==> config.mk <==
export PLATFORM = sky130hd
export DESIGN_NAME = jtag_scan_seq
export DESIGN_NICKNAME = d
export VERILOG_FILES = /design/src/rtl/jtag_scan_seq.sv
export SDC_FILE = /design/constraint.sdc
export NUM_CORES = 1
export LEC_CHECK = 0
export ABC_AREA = 1
export BUFFER_PORTS_ARGS = -buffer_cell sky130_fd_sc_hd__clkbuf_2
export CAP_MARGIN = 20
export CORE_ASPECT_RATIO = 0.5
export CORE_MARGIN = 5
export CORE_UTILIZATION = 57
export CTS_CLUSTER_SIZE = 20
export DETAILED_ROUTE_END_ITERATION = 8
export GPL_ROUTABILITY_DRIVEN = 0
export PLACE_DENSITY = 0.79
export SLEW_MARGIN = 40
export SYNTH_ARGS = -nofsm -noshare
export SYNTH_HDL_FRONTEND = slang
export SYNTH_SLANG_ARGS = --single-unit
==> constraint.sdc <==
create_clock -name clk -period 5.9 [get_ports clk]
set_input_delay 0.885 -clock clk [delete_from_list [all_inputs] [get_ports clk]]
set_output_delay 0.885 -clock clk [all_outputs]
set_load 0.005 [all_outputs]
==> src/rtl/jtag_scan_seq.sv <==
module jtag_scan_seq #(
  parameter int TGT_W = 64,
  parameter int PAD_W = 8,
  parameter int LEN_W = $clog2(TGT_W + 1)
) (
  input  logic             clk,
  input  logic             rst_n,
  input  logic             start,
  input  logic             sel_ir,
  input  logic [PAD_W-1:0] pre_cnt,
  input  logic [LEN_W-1:0] tgt_len,
  input  logic [TGT_W-1:0] tgt_bits,
  input  logic [PAD_W-1:0] post_cnt,
  input  logic [1:0]       stop_dr,
  input  logic [1:0]       stop_ir,
  input  logic             tdo,
  output logic             busy,
  output logic             done,
  output logic [TGT_W-1:0] cap_bits,
  output logic             tck,
  output logic             tms,
  output logic             tdi
);
  localparam int CNT_W  = $clog2(2 * ((1 << PAD_W) - 1) + TGT_W + 1);
  localparam int TIDX_W = (TGT_W > 1) ? $clog2(TGT_W) : 1;

  typedef enum logic [1:0] {S_HEAD, S_SHIFT, S_TAIL, S_FIN} phase_t;
  typedef enum logic [2:0] {K_UNK, K_TLR, K_RTI, K_PDR, K_PIR} park_t;

  phase_t             phase;
  park_t              park;
  logic               ph, ir_q;
  logic [1:0]         stop_q;
  logic [CNT_W-1:0]   cnt, tot_q;
  logic [PAD_W-1:0]   pre_q;
  logic [LEN_W-1:0]   len_q;
  logic [TGT_W-1:0]   tgt_q;
  logic [15:0]        hvec;
  logic [3:0]         hlen;
  logic [7:0]         tvec;
  logic [2:0]         tlen;

  // head and tail TMS programs, built when a scan is accepted
  logic [CNT_W-1:0] tot_w;
  logic [5:0]       pv;
  logic [2:0]       pl, el, tl;
  logic [3:0]       ev;
  logic [7:0]       tv;
  logic [1:0]       stop_w;

  assign tot_w  = CNT_W'(pre_cnt) + CNT_W'(tgt_len) + CNT_W'(post_cnt);
  assign stop_w = sel_ir ? stop_ir : stop_dr;

  always_comb begin
    case (park)
      K_UNK:   begin pv = 6'b011111; pl = 3'd6; end
      K_TLR:   begin pv = 6'b000000; pl = 3'd1; end
      K_RTI:   begin pv = 6'b000000; pl = 3'd0; end
      default: begin pv = 6'b000011; pl = 3'd2; end
    endcase
    if (sel_ir) begin ev = {tot_w == '0, 3'b011}; el = 3'd4; end
    else        begin ev = {1'b0, tot_w == '0, 2'b01}; el = 3'd3; end
    case (stop_w)
      2'd1:    begin tv = 8'b0000_0000; tl = 3'd1; end
      2'd2:    begin tv = 8'b0011_1110; tl = 3'd6; end
      default: begin tv = 8'b0000_0110; tl = 3'd4; end
    endcase
  end

  // per-step TMS/TDI and end-of-part detection
  logic              in_tgt, last_step, cur_tms, cur_tdi;
  logic [TIDX_W-1:0] tidx;

  assign in_tgt = (cnt >= CNT_W'(pre_q)) && (cnt < CNT_W'(pre_q) + CNT_W'(len_q));
  assign tidx   = TIDX_W'(cnt - CNT_W'(pre_q));

  always_comb begin
    case (phase)
      S_HEAD:  begin last_step = (cnt == CNT_W'(hlen - 4'd1)); cur_tms = hvec[cnt[3:0]]; cur_tdi = 1'b0; end
      S_SHIFT: begin last_step = (cnt == tot_q - 1'b1); cur_tms = last_step; cur_tdi = in_tgt ? tgt_q[tidx] : 1'b1; end
      S_TAIL:  begin last_step = (cnt == CNT_W'(tlen - 3'd1)); cur_tms = tvec[cnt[2:0]]; cur_tdi = 1'b0; end
      default: begin last_step = 1'b1; cur_tms = 1'b0; cur_tdi = 1'b0; end
    endcase
  end

  always_ff @(posedge clk or negedge rst_n) begin
    if (!rst_n) begin
      phase <= S_HEAD; park <= K_UNK; ph <= 1'b0; ir_q <= 1'b0; stop_q <= '0;
      cnt <= '0; tot_q <= '0; pre_q <= '0; len_q <= '0; tgt_q <= '0;
      hvec <= '0; hlen <= '0; tvec <= '0; tlen <= '0;
      busy <= 1'b0; done <= 1'b0; cap_bits <= '0; tck <= 1'b0; tms <= 1'b0; tdi <= 1'b0;
    end else begin
      done <= 1'b0;
      if (!busy) begin
        if (start) begin
          busy <= 1'b1; ph <= 1'b0; phase <= S_HEAD; cnt <= '0;
          ir_q <= sel_ir; stop_q <= stop_w; tot_q <= tot_w;
          pre_q <= pre_cnt; len_q <= tgt_len; tgt_q <= tgt_bits;
          hvec <= 16'(pv) | (16'(ev) << pl); hlen <= 4'(pl) + 4'(el);
          tvec <= tv; tlen <= tl; cap_bits <= '0;
        end
      end else if (!ph) begin
        tck <= 1'b0;
        if (phase == S_FIN) begin
          busy <= 1'b0; done <= 1'b1; tms <= 1'b0; tdi <= 1'b0;
          case (stop_q)
            2'd1:    park <= ir_q ? K_PIR : K_PDR;
            2'd2:    park <= K_TLR;
            default: park <= K_RTI;
          endcase
        end else begin
          tms <= cur_tms; tdi <= cur_tdi; ph <= 1'b1;
        end
      end else begin
        tck <= 1'b1; ph <= 1'b0;
        if (phase == S_SHIFT && in_tgt) cap_bits[tidx] <= tdo;
        if (!last_step) cnt <= cnt + 1'b1;
        else begin
          cnt <= '0;
          case (phase)
            S_HEAD:  phase <= (tot_q == '0) ? S_TAIL : S_SHIFT;
            S_SHIFT: phase <= S_TAIL;
            default: phase <= S_FIN;
          endcase
        end
      end
    end
  end
endmodule


## After elaboration in Yosys (flattened, before gate mapping)

Cells that the tools add are included.

- Logic and storage cells: 118
- Output and inout port bits: 69
- Bits of input ports: 96
- Flip-flop bits (word level): 208

- $lt $le $gt $ge: 6
- Reduce and logical (&&, ||, !) cells: 15
- Eq/ne operators: 15
- Shift-type cells: 1
- $add $sub $neg: 9
- Bitwise gates (word level): 3
- Muxes and demuxes: 49

Operators by type and width:

| kind | count |
|---|---|
| $mux 64 | 4 |
| $bwmux 64 | 1 |
| $mux 10 | 4 |
| $eq 10x10->1 | 3 |
| $logic_not 10->1 | 2 |
| $mux 1 | 19 |
| $add 8x7->9 | 2 |
| $or 6x16->16 | 1 |
| $shl 4x3->16 | 1 |
| $mux 2 | 6 |
| $pmux 3 s2 | 2 |
| $pmux 6 s2 | 1 |
| $add 10x1->10 const B | 1 |
| $add 9x8->10 | 1 |
| $ge 10x8->1 | 1 |
| $lt 10x9->1 | 1 |
| $pmux 5 s2 | 1 |
| $sub 10x1->10 const B | 1 |
| $pmux 3 s3 | 1 |
| $reduce_and 3->1 | 3 |
| $eq 2x2->1 const B | 4 |
| $lt 6x7->1 const B | 1 |
| $bmux 1 s6 | 1 |
| $demux 1 s6 | 1 |
| other kinds (24) | 35 |

## Logic depth before layout (Yosys ltp)

Gate-level depths: netlist (run 1).

- Depth in word-level cells: 9
- Mapped depth: 21
- Mapped depth without buffers: 20

## Worst setup path before layout (run 1)

No wires, ideal clock.

- Path type: register -> register
- From: register pre_q[0]
- To: register cap_bits[0]
- Path buffers: 1
- Setup time: 116 ps
- Arrival time: 2957 ps
- Stages on the path, launching flop included: 20
- Period minus slack after synthesis: 3074 ps
- Required time: 5784 ps
- Path slack: 2826 ps
- Path through: dfrtp_1 ha_1 fa_1 a21oi_1 o21ai_0 a21oi_1 o21ai_0 a21oi_1 or2_2 ha_1 nand2_1 o21a_1 o21ai_0 nor2_1 nand4_2 nand2_2 buf_2 nand2_1 nand2_1 nand2_1

- Word-level cells in the longest chain between the ends: 9
- Elaborated cells on any way between the ends: 17
- Classes of those cells: add/sub (2); order compare (4); eq/ne (1); mux (6); reduce/logical (4)

Ends and longest elaborated chain:

| what | line | text |
|---|---|---|
| start, declared | 35 | `logic [PAD_W-1:0] pre_q;` |
| start signal, assigned | 98 | `pre_q <= pre_cnt; len_q <= tgt_len; tgt_q <= tgt_bits;` |
| $sub 6x6->6 | 75 | `assign tidx = TIDX_W'(cnt - CNT_W'(pre_q));` |
| $lt 6x7->1 (not written as such) / $ge 6x1->1 (equally long branches) | 116 | `if (phase == S_SHIFT && in_tgt) cap_bits[tidx] <= tdo;` |
| $logic_and 1x1->1 (not written as such) | 116 |  |
| $mux 1 (not written as such) | 116 |  |
| $demux 1 s6 | 116 |  |
| $bwmux 64 | 116 |  |
| $mux 64 | 116 |  |
| $mux 64 | 102 | `end else if (!ph) begin` |
| $mux 64 | 94 | `if (!busy) begin` |
| end signal, assigned by index | 116 |  |
| end, declared | 19 | `output logic [TGT_W-1:0] cap_bits,` |

Several ways; a longest one is shown, not always the timed one. The select of a mux whose other input is x is not followed.
A chain may end at the register's enable or synchronous reset.

## Worst setup path after layout (run 1)

- From: register pre_q[0]
- To: register cap_bits[41]

The elaborated chain is that of the path after synthesis.

==> results by group, run 1 <==
Timing
  – Slew @ Worst Pin: 0.808 ns
  – Clock period minus final worst setup slack: around 4.2 ns
  – Final hold vios: 0
  – Post-route setup TNS: 0 ns
  – RSZ-0062 raised after global routing: false
  – Number of endpoints failing setup at the final stage: 0
  – Number of pins with negative max-slew slack in the final report: 0
  – Upper clock frequency limit: between 200 and 250 MHz
  – Final clock period utilization by the worst path: 70.9%
  – Worst-case headroom to the max-slew limit: between 40% and 50%
  – Final worst clock skew: about 0.0075 ns

Power and ir drop
  – Tot Pwr: slightly above 8 mW
  – Peak ir drop on the vdd network: between 0.5 and 0.6 mV
  – Static leakage: between 8 and 9 nW
  – PwrDens: just over 600 mW/mm2

Critical path
  – Register-to-register setup slack: around 1.7 ns
  – Critical path start-end classification: flop to flop
  – Worst setup path endpoint: cap_bits[41]
  – Critical path startpoint: pre_q[0]
  – Arrival time worst endpoint: approximately 4.6 ns
  – Startpoint type of the worst setup path: flop
  – Register-to-Register Path Depth: 18
  – Source of the worst register-to-register timing path: pre_q[0]
  – Crit Reg-Reg Endpoint: cap_bits[41]
  – Crit Path Max Fanout: 38
  – Critical path capture point type: flop
  – Required @ worst endpoint: about 6.3 ns

Finish
  – Share of layout cells above drive strength 1: roughly 12%
  – Non-filler instance count after layout: between 2000 and 2500
  – Post-Route Utilization: about two thirds
  – Final #Nets: ~2000
  – Count of antenna diodes in the layout: 0
  – Relative area change from synthesis to final layout: 13.4%
  – Filler Cell Count: around 1800

Synthesis
  – Number of storage elements in the synthesis netlist: 195
  – Post-Synthesis Net Count: 1871
  – Top cells by area in the synthesized netlist: dfrtp_1 41%, nand2_1 27%, inv_1 5.6%, ha_1 4.3%, nand4_1 3.9%
  – Proportion of synthesized chip area in sequential cells: 41.1%
  – Avg Synthesized Cell Area: 6.90 um2
  – Warning count from the yosys run: 0
  – Fraction of registers with async set/reset: 100%
  – Library cell with the largest summed area after synthesis: dfrtp_1
  – Most frequent cell after synthesis: nand2_1
  – EDFF count, synth: 0
  – Gate count after technology mapping: roughly 1700
  – Post-synth cell types: 39
  – Synth Flop Type: dfrtp_1
  – Post-synth design cell area: 0.0119 mm2
  – Area fraction of the dominant cell type after synthesis: between 40% and 50%
  – Top cell types by occurrence after synthesis: 849 x nand2_1, 195 x dfrtp_1, 177 x inv_1

Global routing
  – Maximum number of pins on one net before global-route repair: around 110
  – GRT met2 Usage: 42.6%
  – GR met3 Demand/Resource: around 4.5%
  – Via count of the first global-routing pass: roughly 11000
  – Met1 track utilization from global routing: 37.2%
  – Total global routing track utilization: between 20% and 30%
  – Grt ovf: 0
  – GR peak layer: met2
  – Initial antenna violation count: 0
  – Wire length of the first global-routing pass: 52800 um

Outcome
  – Result of the run: complete, no violations

Route
  – Routed len/inst: approximately 15 um
  – Remaining routing DRC violations: 0
  – First drt pass iteration count: 5
  – Iteration-0 DRC count of the detailed router: 1043
  – Post-detailed-route via-to-cell ratio: roughly 5.3
  – DRT antenna net count: 0
  – Count of vias placed by the detailed router: between 10000 and 15000
  – Final wirelength: between 30000 and 40000 um

Clocking
  – Number of buffers inserted for hold repair after clock tree synthesis: 0
  – H-tree Lvls: 4
  – Reg clk slew, reported paths: about 0.070 ns
  – Clock root cell: clkbuf_16
  – Clock Tree Buf Depth: 2
  – Num CTS Buffers: 17
  – Post_cts resized: 0
  – Worst-Skew Late Latency: ~0.45 ns
  – Clock sinks: between 150 and 200
  – TritonCTS clock tree: yes
  – Total setup buffers inserted after CTS: 0

Floorplan
  – Initial core utilization: 58.0%
  – Full die area: between 0.02 and 0.025 mm2
  – Vertical die dimension: ~110 um
  – Std-Cell Core Area: 0.0205 mm2
  – Number of placement rows: 37
  – I/O pin cnt: around 170
  – X dimension of the die: ~210 um

Placed design
  – DP Wirelength: 21700 um
  – Placed Cells: 2097
  – Number of port buffers: 164

Worst hold path
  – Class of the worst hold path: input pin to asynchronous set/reset pin

Flow run
  – Total of max-cap violations: 0
flip-flops by register name (all words and copies together) (netlist names), 2 cells and up:
name,count
cap_bits,64
cnt,10
hlen,4
hvec,11
len_q,7
park,3
phase,2
pre_q,8
stop_q,2
tgt_q,64
tlen,2
tot_q,10
worst max-delay path, stage by stage (launching register included):
cell and delay, ns:
dfrtp_1 0.38, ha_1 0.20, fa_1 0.21, a21oi_1 0.07, o21ai_0 0.25, a21oi_1 0.12
o21ai_0 0.27, a21oi_1 0.10, or2_2 0.28, ha_1 0.29, nand2_1 0.08, o21a_1 0.11
o21ai_0 0.07, nor2_1 0.21, nand4_2 0.22, nor2_4 0.56, buf_4 0.49, nand2_1 0.11
nand2_1 0.09
worst min-delay path by stage:
stage,to,slack [ns],start
3_3_place_gp,cap_bits[61],0.46,cap_bits[61]
3_5_place_dp,cap_bits[22],0.46,cap_bits[22]
4_1_cts,tot_q[0],0.42,rst_n
5_1_grt,hvec[9],0.45,rst_n
2_1_floorplan,hvec[8],0.45,hvec[8]
6_report,tot_q[2],0.38,rst_n
area by class of cell:
| cell class | instances | area (um2) | area share [%] |
|---|---|---|---|
| Multi-Input combinational cell | 1266 | 6000 | 44.6 |
| Sequential cell | 195 | 4880 | 36.2 |
| Timing Repair Buffer | 182 | 976 | 7.24 |
| Inverter | 181 | 679 | 5.04 |
| Clock buffer | 21 | 460 | 3.42 |
| Tap cell | 273 | 342 | 2.54 |
| Clock inverter | 10 | 133 | 0.984 |
metrics by stage:
stage | area, um2 | hold slack, ns | setup slack, ns
after CTS | 13400 | 0.424 | 1.67
after floorplan | 11900 | 0.448 | 2.83
after detailed placement | 12900 | 0.458 | 1.70
final | 13500 | 0.382 | 1.72
after global placement | 12800 | 0.456 | 1.84
after global routing | 13500 | 0.445 | 1.28
power breakdown:
part | switching, mW | internal (mW) | leakage, nW
logic | 3.35 | 1.45 | 5.37
registers | 0.383 | 1.83 | 2.52
clock network | 0.518 | 0.685 | 0.296
total | 4.25 | 3.96 | 8.19
kinds of logic (layout without fill, tap and decap cells):
group / after synthesis / in the layout / share of synthesized area (%)
simple gates: 1075 / 1075 / 36.9
flops: 195 / 195 / 41.1
buf+inv: 262 / 394 / 8.85
fa+ha+maj: 52 / 52 / 6.17
compound gates: 118 / 118 / 5.42
xor+xnor: 21 / 21 / 1.61
routing by layer:
metal  vias to the layer above  wire (um)  part of all wire (%)
met3                        39       1750                   5.5
met4                         0        513                   1.6
met1                      5218      14600                    46
met2                       329      14700                    47
li1                       5616          -                     -
met5                         -          0                     0
layout by cell type (no fill, tap or decap), types with 3 or more instances in the layout:
master and instances:
nor3_2 3, dfrtp_1 194, clkbuf_2 163, o21ai_0 62, a31oi_1 3, inv_1 176
buf_4 18, fa_1 11, nand2_1 848, nor2_1 62, xnor2_1 8, o22ai_1 10
nand4_1 75, nand3b_1 6, xor2_1 10, a21oi_1 30, nor3_1 5, clkbuf_16 18
clkinv_2 5, ha_1 41, bufinv_16 3, nand3_1 66, o21a_1 3, inv_2 3
No activity file was read; power rests on OpenSTA's default activity.
==> inputs of run 2 (changes only) <==
--- a/config.mk
+++ b/config.mk
@@ -5,7 +5,7 @@
 export SDC_FILE = /design/constraint.sdc
 export NUM_CORES = 1
 export LEC_CHECK = 0
-export ABC_AREA = 1
+export ABC_AREA = 0
 export BUFFER_PORTS_ARGS = -buffer_cell sky130_fd_sc_hd__clkbuf_2
 export CAP_MARGIN = 20
 export CORE_ASPECT_RATIO = 0.5
@@ -14,7 +14,7 @@
 export CTS_CLUSTER_SIZE = 20
 export DETAILED_ROUTE_END_ITERATION = 8
 export GPL_ROUTABILITY_DRIVEN = 0
-export PLACE_DENSITY = 0.79
+export PLACE_DENSITY = 0.8
 export SLEW_MARGIN = 40
 export SYNTH_ARGS = -nofsm -noshare
 export SYNTH_HDL_FRONTEND = slang
==> constraint.sdc (replaced) <==
create_clock -name clk -period 4.1 [get_ports clk]
set_input_delay 0.615 -clock clk [delete_from_list [all_inputs] [get_ports clk]]
set_output_delay 0.615 -clock clk [all_outputs]
set_load 0.005 [all_outputs]
==> run 2 against run 1 <==
Die area is 5.0% lower. First-iteration DRC count rose by 16%. Highest routed layer unchanged. Largest power group unchanged. Sequential share of layout area is 1.3 points higher.
==> results by group, run 2 <==
Critical path
  – Crit Path Max Fanout: 64 (+68%)
  – Top Family by Delay on Critical Path: compound AO/OA/AOI/OAI gates
  – Critical path capture point type: flop
  – Startpoint type of the worst setup path: flop
  – Count of buffer and inverter cells on the critical path: 1 (unchanged)
  – Source of the worst register-to-register timing path: pre_q[0]
  – Logic depth of the worst path, buffers included: 15 (-3)
  – Worst path slowest cell: a2111o_2
  – Arrival time worst endpoint: 4.26 ns (-0.30 ns)
  – Register-to-Register Path Depth: 15 (-3)
  – Cell chain of the critical path: ha_1 > fa_1 > a21oi_1 > nor2_1 > nor2_1 > o21bai_1 > a21oi_2 > xor2_1 > ha_1 > a211oi_1 > o211ai_1 > a2111o_2 > buf_12 > a22oi_1 > o22ai_1
  – Required @ worst endpoint: 4.41 ns (-1.87 ns)
  – Critical path start-end classification: flop to flop
  – Critical path startpoint: pre_q[0]
  – Longest individual stage delay on the worst path: 0.50 ns (-0.06 ns)

Synthesis
  – Proportion of synthesized chip area in sequential cells: 43.4% (+2.3 points)
  – Synth Flop Type: dfrtp_1
  – Fraction of registers with async set/reset: 100% (unchanged)
  – Number of storage elements in the synthesis netlist: 195 (unchanged)
  – Gate count after technology mapping: 1309 (-24%)
  – Top cell types by occurrence after synthesis: 339 x nand2_1, 195 x dfrtp_1, 102 x inv_1
  – Post-synth design cell area: 0.0113 mm2 (-5.3%)
  – Warning count from the yosys run: 0 (unchanged)
  – EDFF count, synth: 0 (unchanged)
  – Area fraction of the dominant cell type after synthesis: 43.4% (+2.3 points)
  – Most frequent cell after synthesis: nand2_1
  – Post-Synthesis Net Count: 1457 (-22%)
  – Post-synth cell types: 68 (+74%)
  – Top cells by area in the synthesized netlist: dfrtp_1 43%, nand2_1 11%, ha_1 4.6%, a22oi_1 4.3%, o22ai_1 3.5%
  – Library cell with the largest summed area after synthesis: dfrtp_1
  – Avg Synthesized Cell Area: 8.60 um2 (+25%)

Timing
  – Number of pins with negative max-slew slack in the final report: 0 (unchanged)
  – Clock period minus final worst setup slack: 3.95 ns (-0.233 ns)
  – Worst-case headroom to the max-slew limit: 48.1% (+2.1 points)
  – Final hold vios: 0 (unchanged)
  – Number of endpoints failing setup at the final stage: 0 (unchanged)
  – Slew @ Worst Pin: 0.777 ns (-0.0309 ns)
  – Final worst clock skew: 0.0126 ns (+0.00509 ns)
  – Upper clock frequency limit: 253 MHz (+5.9%)
  – Hold slack: 0.0922 ns (-0.290 ns)
  – Slack of the critical path: 0.149 ns (-1.57 ns)
  – Final clock period utilization by the worst path: 96.4% (+25 points)

Global routing
  – Initial antenna violation count: 0 (unchanged)
  – Wire length of the first global-routing pass: 52900 um (+0.22%)
  – Grt ovf: 0 (unchanged)
  – Via count of the first global-routing pass: 10118 (-4.2%)
  – Maximum number of pins on one net before global-route repair: 125 (+9.6%)
  – Total global routing track utilization: 29.0% (+2.6 points)

Route
  – Remaining routing DRC violations: 0 (unchanged)
  – Post-detailed-route via-to-cell ratio: 6.09 (+16%)
  – First drt pass iteration count: 6 (+1)
  – Routed len/inst: 19.4 um (+30%)
  – Iteration-0 DRC count of the detailed router: 1205 (+16%)
  – Final wirelength: 33400 um (+5.7%)
  – Count of vias placed by the detailed router: 10504 (-6.2%)
  – DRT antenna net count: 0 (unchanged)

Finish
  – Non-filler instance count after layout: 1726 (-19%)
  – Filler Cell Count: 1556 (-15%)
  – Leading cell type in the layout, fill and taps excluded: nand2_1
  – Largest registers ranked by flip-flop count: cap_bits: 64 flops, tgt_q: 64 flops, hvec: 11 flops
  – Relative area change from synthesis to final layout: 15.7%
  – Most frequent cells in the layout: 339 x nand2_1, 194 x dfrtp_1, 163 x clkbuf_2
  – Count of antenna diodes in the layout: 0 (unchanged)
  – Post-route cell area: 0.0130 mm2 (-3.4%)
  – Share of layout cells above drive strength 1: 18.0% (+5.6 points)
  – Final #Nets: 1595 (-20%)

Flow run
  – Total of max-cap violations: 0 (unchanged)

Outcome
  – Result of the run: complete, no violations

Clocking
  – H-tree Lvls: 4 (unchanged)
  – Reg clk slew, reported paths: 0.08 ns (about the same)
  – TritonCTS clock tree: yes
  – Clock Tree Buf Depth: 2 (unchanged)
  – Clock sinks: 195 (unchanged)
  – Number of buffers inserted for hold repair after clock tree synthesis: 0 (unchanged)
  – Worst-Skew Late Latency: 0.45 ns (about the same)
  – Clock root cell: clkbuf_16
  – Num CTS Buffers: 17 (unchanged)

Placed design
  – Number of port buffers: 164 (unchanged)
  – Placed Area: 0.0124 mm2 (-3.3%)
  – Setup Slack @ Placement: 0.193 ns (-1.51 ns)
  – DP Wirelength: 23200 um (+7.3%)
  – Placed Cells: 1692 (-19%)

Floorplan
  – Std-Cell Core Area: 0.0194 mm2 (-5.3%)
  – X dimension of the die: 209 um (-2.6%)
  – Initial core utilization: 58.0% (about the same)
  – Full die area: 0.0228 mm2 (-5.0%)
  – Vertical die dimension: 109 um (-2.5%)
  – I/O pin cnt: 165 (unchanged)
  – Number of placement rows: 36 (-2.7%)

Power and ir drop
  – Switch share: 48.6% (-3.2 points)
  – Comb power frac: 57.3% (-1.1 points)
  – Tot Pwr: 10.9 mW (+33%)
  – Sequential share of power: 27.3% (+0.4 points)
  – PwrDens: 838 mW/mm2 (+38%)
  – Internal Pwr Total: 5.61 mW (+42%)
  – Peak ir drop on the vdd network: 0.673 mV (+27%)
  – Portion of total power attributed to the clock network: 15.4% (+0.7 points)
  – Static leakage: 6.22 nW (-24%)
  – Net switching power figure: 5.30 mW (+25%)

Worst hold path
  – Class of the worst hold path: input pin to asynchronous set/reset pin
==> run 2: worst reg2reg max path: stages (launching register included) <==
cell and delay, ns:
dfrtp_1 0.41, ha_1 0.26, fa_1 0.41, a21oi_1 0.16
nor2_1 0.05, nor2_1 0.18, o21bai_1 0.12, a21oi_2 0.18
xor2_1 0.18, ha_1 0.28, a211oi_1 0.23, o211ai_1 0.21
a2111o_2 0.50, buf_12 0.22, a22oi_1 0.29, o22ai_1 0.13
==> run 2: layout make-up <==
| class | instances | area, um2 | area share (%) |
|---|---|---|---|
| multi-input combinational | 928 | 5690 | 43.7 |
| tap | 266 | 333 | 2.56 |
| clock inverter | 14 | 145 | 1.11 |
| sequential | 195 | 4880 | 37.5 |
| clock buffer | 18 | 429 | 3.30 |
| inverter | 102 | 383 | 2.94 |
| timing repair buffer | 203 | 1160 | 8.90 |
==> run 2: metal layers <==
layer	track usage (%)	share of wire, %	routed length, um	up-vias
met5	0	0	0	-
met4	8.42	2.4	808	0
met1	40.1	42	14000	5082
met3	5.70	8.7	2890	76
li1	-	-	-	4797
met2	47.3	47	15700	549
==> run 2: path summary, 6_finish.rpt <==
| check | endpoint | slack, ns |
|---|---|---|
| worst max-delay path | cap_bits[34] | 0.15 |
| worst min-delay path | hvec[2] | 0.09 |
| worst max register to register | cap_bits[34] | 0.15 |
| worst min register to register | tgt_q[15] | 0.47 |
| max in group asynchronous | cap_bits[20] | 3.06 |
| min in group clk | tgt_q[23] | 0.35 |
==> run 2: repair_timing <==
| action | in CTS | in global routing |
|---|---|---|
| hold endpoints to repair | 0 | 0 |
| buffers inserted | 0 | 1 |
| endpoints found under the setup margin | 0 | 58 |
| gates resized for setup | 0 | 2 |
==> run 2: logic make-up (layout without fill, tap and decap cells) <==
kind of cell,count (synthesis),after routing,share of synthesized area (%)
simple gates,498,498,18.9
compound gates,315,315,18.8
flops,195,195,43.4
buf+inv,186,337,6.28
fa+ha+maj,52,52,6.52
xor+xnor,36,36,2.87
mux,27,27,3.32
==> run 2: stage by stage <==
step | setup TNS [ns] | utilization (%)
after floorplan | 0 | -
after global placement | 0 | 63.9
after detailed placement | 0 | 64.0
after CTS | 0 | 67.0
after global routing | -0.370 | 67.1
final | 0 | 67.1
==> run 2: power groups by stage <==
stage               Clock [mW]  Sequential [mW]  Combinational, mW
floorplan                    0             2.84               4.14
finish                    1.68             2.97               6.25
global placement             0             2.95               5.84
CTS                       1.68             2.96               6.10
detailed placement           0             2.99               6.04
global route              1.77             3.04               6.77
